$ cat config.mk
export PLATFORM = sky130hd
export DESIGN_NAME = colrst_decider
export DESIGN_NICKNAME = d
export VERILOG_FILES = /design/src/rtl/crd_pkg.sv /design/src/rtl/crd_prev_sel.sv /design/src/rtl/crd_bit_store.sv /design/src/rtl/colrst_decider.sv
export SDC_FILE = /design/constraint.sdc
export NUM_CORES = 1
export LEC_CHECK = 0
export BUFFER_PORTS_ARGS = -buffer_cell sky130_fd_sc_hd__buf_2
export CORE_MARGIN = 3
export CORE_UTILIZATION = 35
export CTS_CLUSTER_DIAMETER = 200
export DETAILED_ROUTE_END_ITERATION = 7
export SKIP_LAST_GASP = 1
export SYNTH_ARGS = -nofsm -noshare
export SYNTH_HDL_FRONTEND = slang
export SYNTH_SLANG_ARGS = --single-unit
$ cat constraint.sdc
create_clock -name clk -period 1.59 [get_ports clk]
set_input_delay 0.2385 -clock clk [delete_from_list [all_inputs] [get_ports clk]]
set_output_delay 0.2385 -clock clk [all_outputs]
set_load 0.03 [all_outputs]
$ cat src/rtl/crd_pkg.sv
// Shared types for the column conditional-reset decision unit.
// Assumes nothing beyond the scan kinds used by the top level.
package crd_pkg;

    typedef enum logic [1:0] {
        SCAN_NONE  = 2'd0,
        SCAN_FIRST = 2'd1,
        SCAN_LATER = 2'd2
    } scan_kind_e;

    // Classify the current cycle from the scan strobes.
    function automatic scan_kind_e classify(input logic valid, input logic first);
        if (!valid)     return SCAN_NONE;
        else if (first) return SCAN_FIRST;
        else            return SCAN_LATER;
    endfunction

endpackage

$ cat src/rtl/crd_prev_sel.sv
// Previous-decision latch source and AND gate.
// Picks the stored bit of the prior checkpoint, or 1 on a first check
// (or checkpoint 0), and forms the new reset decision.
// Assumes CHECKS >= 2 and row_bits is the scanned row's current entry.
module crd_prev_sel
    import crd_pkg::*;
#(
    parameter int CHECKS = 4,
    localparam int CW = $clog2(CHECKS)
) (
    input  scan_kind_e        kind,
    input  logic [CW-1:0]     idx,
    input  logic [CHECKS-1:0] row_bits,
    input  logic              sat,
    output logic [CW-1:0]     wr_idx,
    output logic              decision
);

    logic prev;

    // Select the previous-checkpoint bit, forced to 1 at frame start.
    always_comb begin
        prev = 1'b1;
        for (int k = 1; k < CHECKS; k++) begin
            if (idx == CW'(k)) prev = row_bits[k-1];
        end
        if (kind == SCAN_FIRST) prev = 1'b1;
    end

    // Decision and target bit position.
    always_comb begin
        decision = sat & prev;
        wr_idx   = (kind == SCAN_FIRST) ? '0 : idx;
    end

endmodule

$ cat src/rtl/crd_bit_store.sv
// Per-pixel decision store: ROWS entries of CHECKS bits.
// One bit write per cycle, a whole-array clear that the same cycle's
// write overrides for its bit, a combinational lookup port for the
// scan path and a registered readout port.
// Assumes ROWS and CHECKS are powers of two.
module crd_bit_store #(
    parameter int ROWS   = 8,
    parameter int CHECKS = 4,
    localparam int RW = $clog2(ROWS),
    localparam int CW = $clog2(CHECKS)
) (
    input  logic              clk,
    input  logic              rst_n,
    input  logic              clr,
    input  logic              wr_en,
    input  logic [RW-1:0]     wr_row,
    input  logic [CW-1:0]     wr_idx,
    input  logic              wr_bit,
    input  logic [RW-1:0]     look_row,
    output logic [CHECKS-1:0] look_bits,
    input  logic              rd_en,
    input  logic [RW-1:0]     rd_row,
    output logic              rd_valid,
    output logic [CHECKS-1:0] rd_bits
);

    logic [ROWS*CHECKS-1:0] flat;

    for (genvar r = 0; r < ROWS; r++) begin : g_row
        logic [CHECKS-1:0] row_q;
        logic [CHECKS-1:0] row_nx;

        // Next value: optional wipe, then this row's bit write.
        always_comb begin
            row_nx = clr ? '0 : row_q;
            if (wr_en && wr_row == RW'(r)) row_nx[wr_idx] = wr_bit;
        end

        // Row entry register.
        always_ff @(posedge clk) begin
            if (!rst_n) row_q <= '0;
            else        row_q <= row_nx;
        end

        assign flat[r*CHECKS +: CHECKS] = row_q;
    end

    // Lookup for the previous-decision latch.
    assign look_bits = flat[int'(look_row)*CHECKS +: CHECKS];

    // Registered readout alongside the analog value.
    always_ff @(posedge clk) begin
        if (!rst_n) begin
            rd_valid <= 1'b0;
            rd_bits  <= '0;
        end else begin
            rd_valid <= rd_en;
            if (rd_en) rd_bits <= flat[int'(rd_row)*CHECKS +: CHECKS];
        end
    end

    AST_RD_VALID_FOLLOWS: assert property (@(posedge clk) disable iff (!rst_n)
        rd_en |=> rd_valid);

    AST_RD_VALID_DROPS: assert property (@(posedge clk) disable iff (!rst_n)
        !rd_en |=> !rd_valid);

endmodule

$ cat src/rtl/colrst_decider.sv
// Column conditional-reset decision unit.
// Per scanned row: decision = comparator result AND previous stored
// decision (1 on the first check), written to the bit store and driven
// onto the column reset line on the same edge.  Tracks an open frame so
// that a first-check scan in mid-frame wipes the store.
// Assumes one scan per cycle and ROWS, CHECKS powers of two.
module colrst_decider
    import crd_pkg::*;
#(
    parameter int ROWS   = 8,
    parameter int CHECKS = 4,
    localparam int RW = $clog2(ROWS),
    localparam int CW = $clog2(CHECKS)
) (
    input  logic              clk,
    input  logic              rst_n,
    input  logic              scan_valid,
    input  logic              first_check,
    input  logic [CW-1:0]     check_idx,
    input  logic [RW-1:0]     scan_row,
    input  logic              sat_in,
    input  logic              global_mode,
    input  logic              row_rst_in,
    output logic              col_rst,
    output logic              pix_rst_en,
    output logic              hold_wr,
    output logic              hold_bit,
    input  logic              rd_en,
    input  logic [RW-1:0]     rd_row,
    output logic              rd_valid,
    output logic [CHECKS-1:0] rd_bits
);

    scan_kind_e        kind;
    logic [CHECKS-1:0] look_bits;
    logic [CW-1:0]     wr_idx;
    logic              decision;
    logic              frame_open_q;
    logic              wipe;
    logic              col_rst_q;
    logic              hold_wr_q;
    logic              hold_bit_q;

    assign kind = classify(scan_valid, first_check);
    assign wipe = (kind == SCAN_FIRST) && frame_open_q;

    crd_prev_sel #(.CHECKS(CHECKS)) i_prev (
        .kind     (kind),
        .idx      (check_idx),
        .row_bits (look_bits),
        .sat      (sat_in),
        .wr_idx   (wr_idx),
        .decision (decision)
    );

    crd_bit_store #(.ROWS(ROWS), .CHECKS(CHECKS)) i_store (
        .clk       (clk),
        .rst_n     (rst_n),
        .clr       (wipe),
        .wr_en     (scan_valid),
        .wr_row    (scan_row),
        .wr_idx    (wr_idx),
        .wr_bit    (decision),
        .look_row  (scan_row),
        .look_bits (look_bits),
        .rd_en     (rd_en),
        .rd_row    (rd_row),
        .rd_valid  (rd_valid),
        .rd_bits   (rd_bits)
    );

    // Frame tracking: opened by a later check, closed by reading the last row.
    always_ff @(posedge clk) begin
        if (!rst_n)                                 frame_open_q <= 1'b0;
        else if (kind == SCAN_LATER)                frame_open_q <= 1'b1;
        else if (rd_en && rd_row == RW'(ROWS - 1))  frame_open_q <= 1'b0;
        else if (wipe)                              frame_open_q <= 1'b0;
    end

    // Column reset line and local-hold strobe, same edge as the store write.
    always_ff @(posedge clk) begin
        if (!rst_n) begin
            col_rst_q  <= 1'b0;
            hold_wr_q  <= 1'b0;
            hold_bit_q <= 1'b0;
        end else begin
            col_rst_q  <= scan_valid & decision;
            hold_wr_q  <= scan_valid & global_mode;
            hold_bit_q <= scan_valid & decision;
        end
    end

    assign col_rst    = col_rst_q;
    assign hold_wr    = hold_wr_q;
    assign hold_bit   = hold_bit_q;
    assign pix_rst_en = col_rst_q & row_rst_in;

    AST_NO_SAT_NO_RST: assert property (@(posedge clk) disable iff (!rst_n)
        (scan_valid && !sat_in) |=> !col_rst);

    AST_FIRST_FOLLOWS_SAT: assert property (@(posedge clk) disable iff (!rst_n)
        (scan_valid && first_check) |=> (col_rst == $past(sat_in)));

    AST_IDLE_QUIET: assert property (@(posedge clk) disable iff (!rst_n)
        !scan_valid |=> !col_rst);

    AST_ROLLING_NO_HOLD: assert property (@(posedge clk) disable iff (!rst_n)
        (scan_valid && !global_mode) |=> !hold_wr);

endmodule

* Yosys cells after proc, flatten, opt, wreduce, memory -nomap -nowiden
Cells that the tools add are included.
** Cells by class
- Reductions and logical operators :: 13
- Shift operators :: 2
- Magnitude comparators :: 2
- Bitwise operators :: 4
- Equal/unequal tests :: 13
- Muxes and demuxes :: 36
** Operators by type and width (count)
- $mux 4 :: 16
- $bwmux 4 :: 8
- $shiftx 32x6->3 :: 1
- $shiftx 32x6->4 :: 1
- $eq 3x3->1 const B :: 5
- $logic_and 1x1->1 :: 11
- $mux 1 :: 8
- $eq 2x2->1 const B :: 3
- $eq 3x2->1 const B :: 2
- $mux 2 :: 3
- $and 1x1->1 :: 4
- $eq 2x1->1 const B :: 2
- $eq 3x1->1 const B :: 1
- $logic_not 3->1 :: 1
- $lt 2x3->1 const B :: 1
- $reduce_bool 3->1 :: 1
- $demux 1 s2 :: 1
- $ge 2x1->1 const B :: 1
** Word-level totals
- Register bits after elaboration :: 40
- Input bits :: 16

* Depth between registers and ports, before layout
Gate-level depths: netlist of run 1.
- Depth after elaboration :: 10
- Gate-level depth with buffers :: 7
- Mapped depth without buffers :: 4

* Cells and area by module
From an unflattened synthesis of run 1, not the netlist that was laid out.
** Unflattened totals
- Cells, all modules :: 275
- Area total of the unflattened synthesis :: 2537.4 um^2
** By module, submodules not included
- crd_bit_store :: seq. area each 740.7 um^2, cells an instance 253, instances 1, area each 2351.0 um^2
- colrst_decider :: seq. area each 60.1 um^2, cells an instance 13, instances 1, area each 135.1 um^2
- crd_prev_sel :: seq. area each 0.0 um^2, cells an instance 9, instances 1, area each 51.3 um^2

* Least setup slack after synthesis of run 1
Ideal clock, no wire load.
- Path kind :: input -> register
- Start :: input port scan_row[0]
- End :: register i_store.g_row[1].row_q[1]
- Cell stages on the path :: 7
- Library setup time :: 0.096 ns
- Path buffers :: 3
- Path slack :: -0.018 ns
- Arrival :: 1.512 ns
- Cell sequence :: buf_6 buf_6 nor2b_4 a311oi_2 nand4_2 buf_6 o41ai_2
** On the way
- Cells in the longest elaborated chain, start to end :: 8
- Elaborated cells between the ends (all ways) :: 10
- Those cells by class :: 1 x eq/ne; 1 x shift; 6 x mux; 1 x bitwise; 1 x reduce/logical
** RTL lines
- start, declared :: line colrst_decider.sv:20 : input logic [RW-1:0] scan_row,
- $shiftx 32x6->3 :: line crd_bit_store.sv:49 : assign look_bits = flat[int'(look_row)*CHECKS +: CHECKS];
- $mux 1 (3 in a row) :: line crd_prev_sel.sv:25 : if (idx == CW'(k)) prev = row_bits[k-1];
- $mux 1 :: line crd_prev_sel.sv:27 : if (kind == SCAN_FIRST) prev = 1'b1;
- $and 1x1->1 :: line crd_prev_sel.sv:32 : decision = sat & prev;
- $bwmux 4 :: line crd_bit_store.sv:36 : if (wr_en && wr_row == RW'(r)) row_nx[wr_idx] = wr_bit;
- $mux 4 * :: line crd_bit_store.sv:36
- end signal, assigned :: line crd_bit_store.sv:42 : else row_q <= row_nx;
- end, declared :: line crd_bit_store.sv:30 : logic [CHECKS-1:0] row_q;
Every way passes the cells marked *; elsewhere a longest branch is shown, timed or not.
A chain may end at the register's enable or synchronous reset.

* Worst setup path in the final report of run 1
- Start :: register i_store.g_row[7].row_q[2]
- End :: register i_store.g_row[0].row_q[3]
** On the way
- Cells in the longest elaborated chain, start to end :: 6
** RTL lines (line)
- start, declared :: crd_bit_store.sv:30
- start signal, assigned :: crd_bit_store.sv:42
- $shiftx 32x6->3 :: crd_bit_store.sv:49
- $mux 1 :: crd_prev_sel.sv:25
- $mux 1 :: crd_prev_sel.sv:27
- $and 1x1->1 :: crd_prev_sel.sv:32
- $bwmux 4 :: crd_bit_store.sv:36
- $mux 4 :: crd_bit_store.sv:36
- end signal, assigned :: crd_bit_store.sv:42
- end, declared :: crd_bit_store.sv:30
Every way passes these cells.

==> results by group, run 1 <==
Drt
  • Routed WL: 7400 µm
  • Initial detailed-routing violation count: 250
  • Wire per inst: 19.9 µm
  • Vias/cell: 6.33
  • DRC: 0
  • ANT nets after route: 0
  • DR vias: 2354
  • DR pass1 iterations: 5

Global route
  • Pin count of the biggest net entering global routing: 29
  • GR Util met3: 3.86%
  • First-pass GRT wire length: 11900 µm
  • Grt met1 use: 30.0%
  • Gr ovfl total: 0
  • Initial antenna violation count: 0
  • M2 GR Usage: 28.9%
  • Total GRT Usage: 19.9%
  • Vias in the first global route: 2177
  • Most used routing layer: met1

Run status
  • Status: completed

Finish
  • Share of cells above drive strength 1: 39.7%
  • Diode count: 0
  • Fin area: 0.00306 mm²
  • P&R area growth vs syn: 30.0%
  • Filler Cells Inserted: 592
  • Nets: 310

Yosys
  • Ys Warns: 0
  • Post-synth ARST share: 0%
  • Ys flop type: dfxtp_1
  • Yosys cell types: 40
  • Yosys top cell area share: 34.1%
  • Syn nets: 258
  • Mapped Avg Cell Area: 9.71 µm²
  • Cells after Synth: 242
  • Synth top area cells: dfxtp_1, mux4_2, o211ai_1, mux2i_1, o31ai_1
  • Yosys top cell by area: dfxtp_1
  • EDFF count, synth: 0
  • Sequential share of the synthesized area: 34.1%
  • Synth top cells by count: dfxtp_1, o211ai_1, clkbuf_1, o21ai_0, o31ai_1
  • Mapped cell area: 0.00235 mm²
  • Most common cell in the netlist: dfxtp_1
  • Synth Register Bits: 40

Hold path
  • Hold WC Path Type: input pin to flop

Power and ir drop
  • VDD IR-drop max: 0.324 mV
  • P per Cell Area: 707 mW/mm²
  • Leak pwr: 1.19 nW

Timing
  • Rel. slew slack: 71.9%
  • Crit share post-route: 98.6%
  • Worst Tran Pin Value: 0.420 ns
  • Post-route setup slack: 0.0228 ns
  • Final Hold Vio Count: 0
  • Endpoints failing setup: 0
  • Setup TNS: 0 ns
  • Setup Skew: 0.0131 ns
  • Min cycle time layout: 1.57 ns
  • Final Max Slew Viols: 0
  • Fmax: 638 MHz

Clock network
  • CTS H-Tree Depth: 2
  • Clock Pin Slew Worst Setup and Hold Paths: 0.09 ns
  • Clock sink count: 40
  • Clk Latency, worst-skew pair: 0.30 ns
  • CTS buffer count: 5
  • CTS max path bufs: 2
  • Root cell of the clock tree: clkbuf_8
  • CTS tree: done

Critical path
  • CP required: 1.78 ns
  • CP startpoint kind: flop
  • Crit path DAT: 1.75 ns
  • CP Capture Type: flop
  • Critical path peak fanout: 8
  • CP Class: flop to flop

Floorplanning
  • Core area: 0.00642 mm²
  • Die Footprint: 0.00773 mm²
  • Die Ht: 87.9 µm
  • Die X: 87.9 µm
  • Initial Utilization: 36.6%
  • Num rows: 29
  • IO Pins: 25

Placement
  • DP Wirelength: 5200 µm
  • Port Buffer Count: 24
  • Setup slack at placement: -0.231 ns
  • GPL Wtd Cong: 0.903
  • Post-DP Area: 0.00283 mm²

Flow run
  • Max cap viols: 0
-- state kept, by name (all words and copies together), names as in the netlist --
| signal | flops |
|---|---|
| hold_wr | 1 |
| hold_bit | 1 |
| frame_open_q | 1 |
| i_store.rd_valid | 1 |
| i_store.g_row.row_q | 32 |
| i_store.rd_bits | 4 |
-- cell usage in the layout (no fill, tap or decap), types with 3 or more instances in the layout --
| cell | instances |
|---|---|
| o2111ai_1 | 8 |
| o31ai_1 | 14 |
| nand4b_1 | 3 |
| and2_1 | 5 |
| inv_1 | 6 |
| nand4_1 | 5 |
| o21ai_0 | 13 |
| nor2b_1 | 3 |
| mux2i_1 | 12 |
| or3_1 | 4 |
| buf_12 | 4 |
| buf_4 | 43 |
| mux4_2 | 10 |
| nand2_1 | 12 |
| clkbuf_8 | 5 |
| nand4bb_1 | 3 |
| and3_1 | 3 |
| buf_2 | 24 |
| o2bb2ai_1 | 8 |
| o41ai_2 | 4 |
| o211ai_1 | 26 |
| dfxtp_2 | 11 |
| a21oi_1 | 6 |
| o21ai_1 | 4 |
| dfxtp_1 | 29 |
-- per-stage QoR --
step	hold slack [ns]	power (mW)	instances	util [%]
final	0.165	2.16	372	47.6
after global placement	0.474	1.45	362	44.0
after detailed placement	0.486	1.45	362	44.0
after global routing	0.180	2.24	372	47.6
after CTS	0.170	2.13	370	45.7
after floorplan	0.391	1.28	242	-
-- kinds of logic after synthesis --
group / after synthesis / share of synthesized area (%)
compound gates: 95 / 30.4
buf+inv: 35 / 7.24
flops: 40 / 34.1
mux: 22 / 14.7
simple gates: 50 / 13.6
-- worst max-delay path, stage by stage, from the launching register on --
cell,delay (ns)
dfxtp_2,0.34
mux4_2,0.48
a2bb2oi_2,0.16
o2111ai_2,0.23
buf_6,0.16
o21ai_0,0.08
-- final timing paths --
check	start	to	slack, ns	cells after the start
worst max-delay path	i_store.g_row[7].row_q[2]	i_store.g_row[0].row_q[3]	0.02	5
worst min-delay path	global_mode	hold_wr	0.17	2
worst max register to register	i_store.g_row[7].row_q[2]	i_store.g_row[0].row_q[3]	0.02	5
worst min register to register	i_store.g_row[2].row_q[3]	i_store.g_row[2].row_q[3]	0.50	2
-- cell type report --
cell class              count  area, µm²  area share (%)
flip-flops and latches     40        815            26.7
repair buffers             74        571            18.7
inverters                   6       22.5           0.737
multi-input cells         167       1460            47.9
clock inverters             3       18.8           0.614
well taps                  77       96.3            3.15
clock buffers               5       68.8            2.25
-- power breakdown --
group          total [mW]  internal (mW)  leakage, nW  switching [mW]
sequential           1.03           1.02        0.329          0.0106
combinational       0.434          0.179        0.813           0.254
clock               0.697          0.306       0.0479           0.391
-- what timing repair did --
action	CTS	global route
buffers inserted	0	1
hold buffers	0	0
gates resized for setup	3	26
pin swaps	1	6
cloned	0	1
endpoints found under the setup margin	2	20
-- metal layers --
layer / up-vias / wire length, µm / part of all wire (%)
li1: 1071 / - / -
met1: 1136 / 3400 / 46
met2: 135 / 3300 / 45
met3: 12 / 606 / 8.2
met4: 0 / 94 / 1.3
met5: - / 0 / 0
No activity file was read; power rests on OpenSTA's default activity.
==> run 2, diff against run 1 <==
--- a/config.mk
+++ b/config.mk
@@ -6,10 +6,13 @@
 export NUM_CORES = 1
 export LEC_CHECK = 0
 export BUFFER_PORTS_ARGS = -buffer_cell sky130_fd_sc_hd__buf_2
+export CELL_PAD_IN_SITES_DETAIL_PLACEMENT = 0
+export CELL_PAD_IN_SITES_GLOBAL_PLACEMENT = 2
 export CORE_MARGIN = 3
-export CORE_UTILIZATION = 35
+export CORE_UTILIZATION = 33
 export CTS_CLUSTER_DIAMETER = 200
 export DETAILED_ROUTE_END_ITERATION = 7
+export PLACE_DENSITY_LB_ADDON = 0.1
 export SKIP_LAST_GASP = 1
 export SYNTH_ARGS = -nofsm -noshare
 export SYNTH_HDL_FRONTEND = slang
==> results by group, run 2 (same netlist as run 1, synthesis figures left out) <==
Drt
  • DR pass1 iterations: 4 (-1)
  • Wire per inst: 20.0 µm (+0.28%)
  • DR vias: 2189 (-7.0%)
  • DRC: 0 (unchanged)
  • Vias/cell: 5.66 (-11%)
  • Initial detailed-routing violation count: 111 (-56%)
  • ANT nets after route: 0 (unchanged)
  • Routed WL: 7720 µm (+4.3%)

Floorplanning
  • IO Pins: 25 (unchanged)
  • Die Ht: 90.4 µm (+2.8%)
  • Num rows: 30 (+3.4%)
  • Die X: 90.4 µm (+2.8%)
  • Die Footprint: 0.00817 mm² (+5.6%)
  • Initial Utilization: 34.4% (-2.2 points)
  • Core area: 0.00683 mm² (+6.4%)

Finish
  • Share of cells above drive strength 1: 36.1% (-3.6 points)
  • Largest regs: i_store.g_row.row_q: 32 flops, i_store.rd_bits: 4 flops
  • Fin area: 0.00302 mm² (-1.2%)
  • Reg with most FFs: i_store.g_row.row_q
  • Diode count: 0 (unchanged)
  • Max FFs per register: 32 (unchanged)
  • Nets: 306 (-1.3%)
  • P&R area growth vs syn: 28.5%
  • Most common cell after layout, fill and taps aside: buf_4
  • Most frequent cells in the layout: buf_4, dfxtp_1, o211ai_1

Global route
  • Total GRT Usage: 19.0% (-0.91 points)
  • Pin count of the biggest net entering global routing: 24 (-17%)
  • First-pass GRT wire length: 12200 µm (+3.2%)
  • Initial antenna violation count: 0 (unchanged)
  • Vias in the first global route: 2087 (-4.1%)
  • Gr ovfl total: 0 (unchanged)

Placement
  • Post-DP Area: 0.00284 mm² (+0.31%)
  • GPL Wtd Cong: 0.908 (+0.62%)
  • Setup slack at placement: -0.160 ns (+0.0713 ns)
  • Port Buffer Count: 24 (unchanged)
  • DP Wirelength: 5680 µm (+9.2%)

Critical path
  • CP Capture Type: flop
  • Slowest-stage cell, CP: mux4_2
  • CP peak stage delay: 0.48 ns (about the same)
  • Crit path DAT: 1.74 ns (about the same)
  • CP startpoint kind: flop
  • CP required: 1.78 ns (about the same)
  • Crit path cell chain: mux4_2, a2bb2oi_2, o2111ai_2, buf_4, o21ai_0
  • CP Class: flop to flop
  • Critical path peak fanout: 8 (unchanged)
  • WP buf/inv: 1 (unchanged)
  • Cell family with the largest share of critical-path delay: multiplexers

Clock network
  • Clk Latency, worst-skew pair: 0.30 ns (about the same)
  • Post-CTS Setup Inserts: 0 (unchanged)
  • Clock Pin Slew Worst Setup and Hold Paths: 0.08 ns (about the same)
  • CTS max path bufs: 2 (unchanged)
  • Root cell of the clock tree: clkbuf_8
  • Clock sink count: 40 (unchanged)
  • CTS buffer count: 5 (unchanged)
  • CTS tree: done
  • CTS H-Tree Depth: 2 (unchanged)

Power and ir drop
  • Leak pwr: 1.14 nW (-3.8%)
  • P per Cell Area: 762 mW/mm² (+7.9%)
  • VDD IR-drop max: 0.388 mV (+20%)

Timing
  • Min cycle time layout: 1.56 ns (-0.00885 ns)
  • Final Hold Vio Count: 0 (unchanged)
  • Setup TNS: 0 ns (unchanged)
  • Endpoints failing setup: 0 (unchanged)
  • Worst Tran Pin Value: 0.410 ns (-0.00912 ns)
  • Crit share post-route: 98.0% (-0.56 points)
  • WHS: 0.162 ns (-0.00263 ns)
  • Post-route setup slack: 0.0316 ns (+0.00885 ns)
  • Fmax: 642 MHz (+0.57%)
  • Rel. slew slack: 72.6% (+0.63 points)
  • Setup Skew: 0.00559 ns (-0.00747 ns)
  • Final Max Slew Viols: 0 (unchanged)

Flow run
  • Max cap viols: 0 (unchanged)

Run status
  • Status: completed

Hold path
  • Hold WC Path Type: input pin to flop
==> run 2: changes by cell type in the layout (fill, tap and decap cells not counted), sizes merged <==
| cell | change |
|---|---|
| bufinv | +1 |
| clkinv | -2 |
| buf | -3 |
==> run 2: final timing paths <==
kind                                  start                   endpoint  slack [ns]  cells past startpoint
setup / recovery  i_store.g_row[7].row_q[2]  i_store.g_row[1].row_q[3]        0.03                      5
setup reg to reg  i_store.g_row[7].row_q[2]  i_store.g_row[1].row_q[3]        0.03                      5
hold / removal                  global_mode                    hold_wr        0.16                      2
hold reg to reg   i_store.g_row[5].row_q[3]  i_store.g_row[5].row_q[3]        0.51                      2
==> run 2: what timing repair did <==
action,4_1_cts,5_1_grt
hold buffers,0,0
endpoints found under the hold margin,0,0
pin swaps,0,3
resized for setup,1,14
setup endpoints to repair,1,31
==> run 2: report_power, final <==
| part | leakage, nW | internal, mW | total, mW | switching (mW) |
|---|---|---|---|---|
| Sequential | 0.326 | 1.02 | 1.03 | 0.0102 |
| Clock | 0.0552 | 0.466 | 0.852 | 0.385 |
| Combinational | 0.763 | 0.170 | 0.422 | 0.252 |
==> run 2: metrics by stage <==
stage / std cells / util [%] / total power, mW
detailed placement: 379 / 41.5 / 1.46
finish: 387 / 44.2 / 2.30
floorplan: 242 / - / 1.28
CTS: 387 / 43.2 / 2.31
global placement: 379 / 41.5 / 1.46
global route: 387 / 44.2 / 2.41
==> run 2: worst reg2reg max path, cell delays in order, from the launching register on <==
cell and delay, ns:
dfxtp_2 0.34, mux4_2 0.48, a2bb2oi_2 0.16, o2111ai_2 0.20, buf_4 0.18, o21ai_0 0.09
==> run 2: layout make-up <==
| cell class | count | area, µm² |
|---|---|---|
| repair buffers | 70 | 515 |
| inverters | 6 | 22.5 |
| well taps | 96 | 120 |
| multi-input cells | 167 | 1450 |
| fillers | 711 | 3810 |
| clock buffers | 6 | 72.6 |
| flip-flops and latches | 40 | 806 |
| clock inverters | 2 | 35.0 |
==> run 2: metal layers <==
layer	vias up	wire length (µm)	GRT usage, %
met1	1069	3830	28.1
met2	54	3560	29.2
met4	0	48	2.30
li1	1060	-	-
met5	-	0	0
met3	6	283	4.17
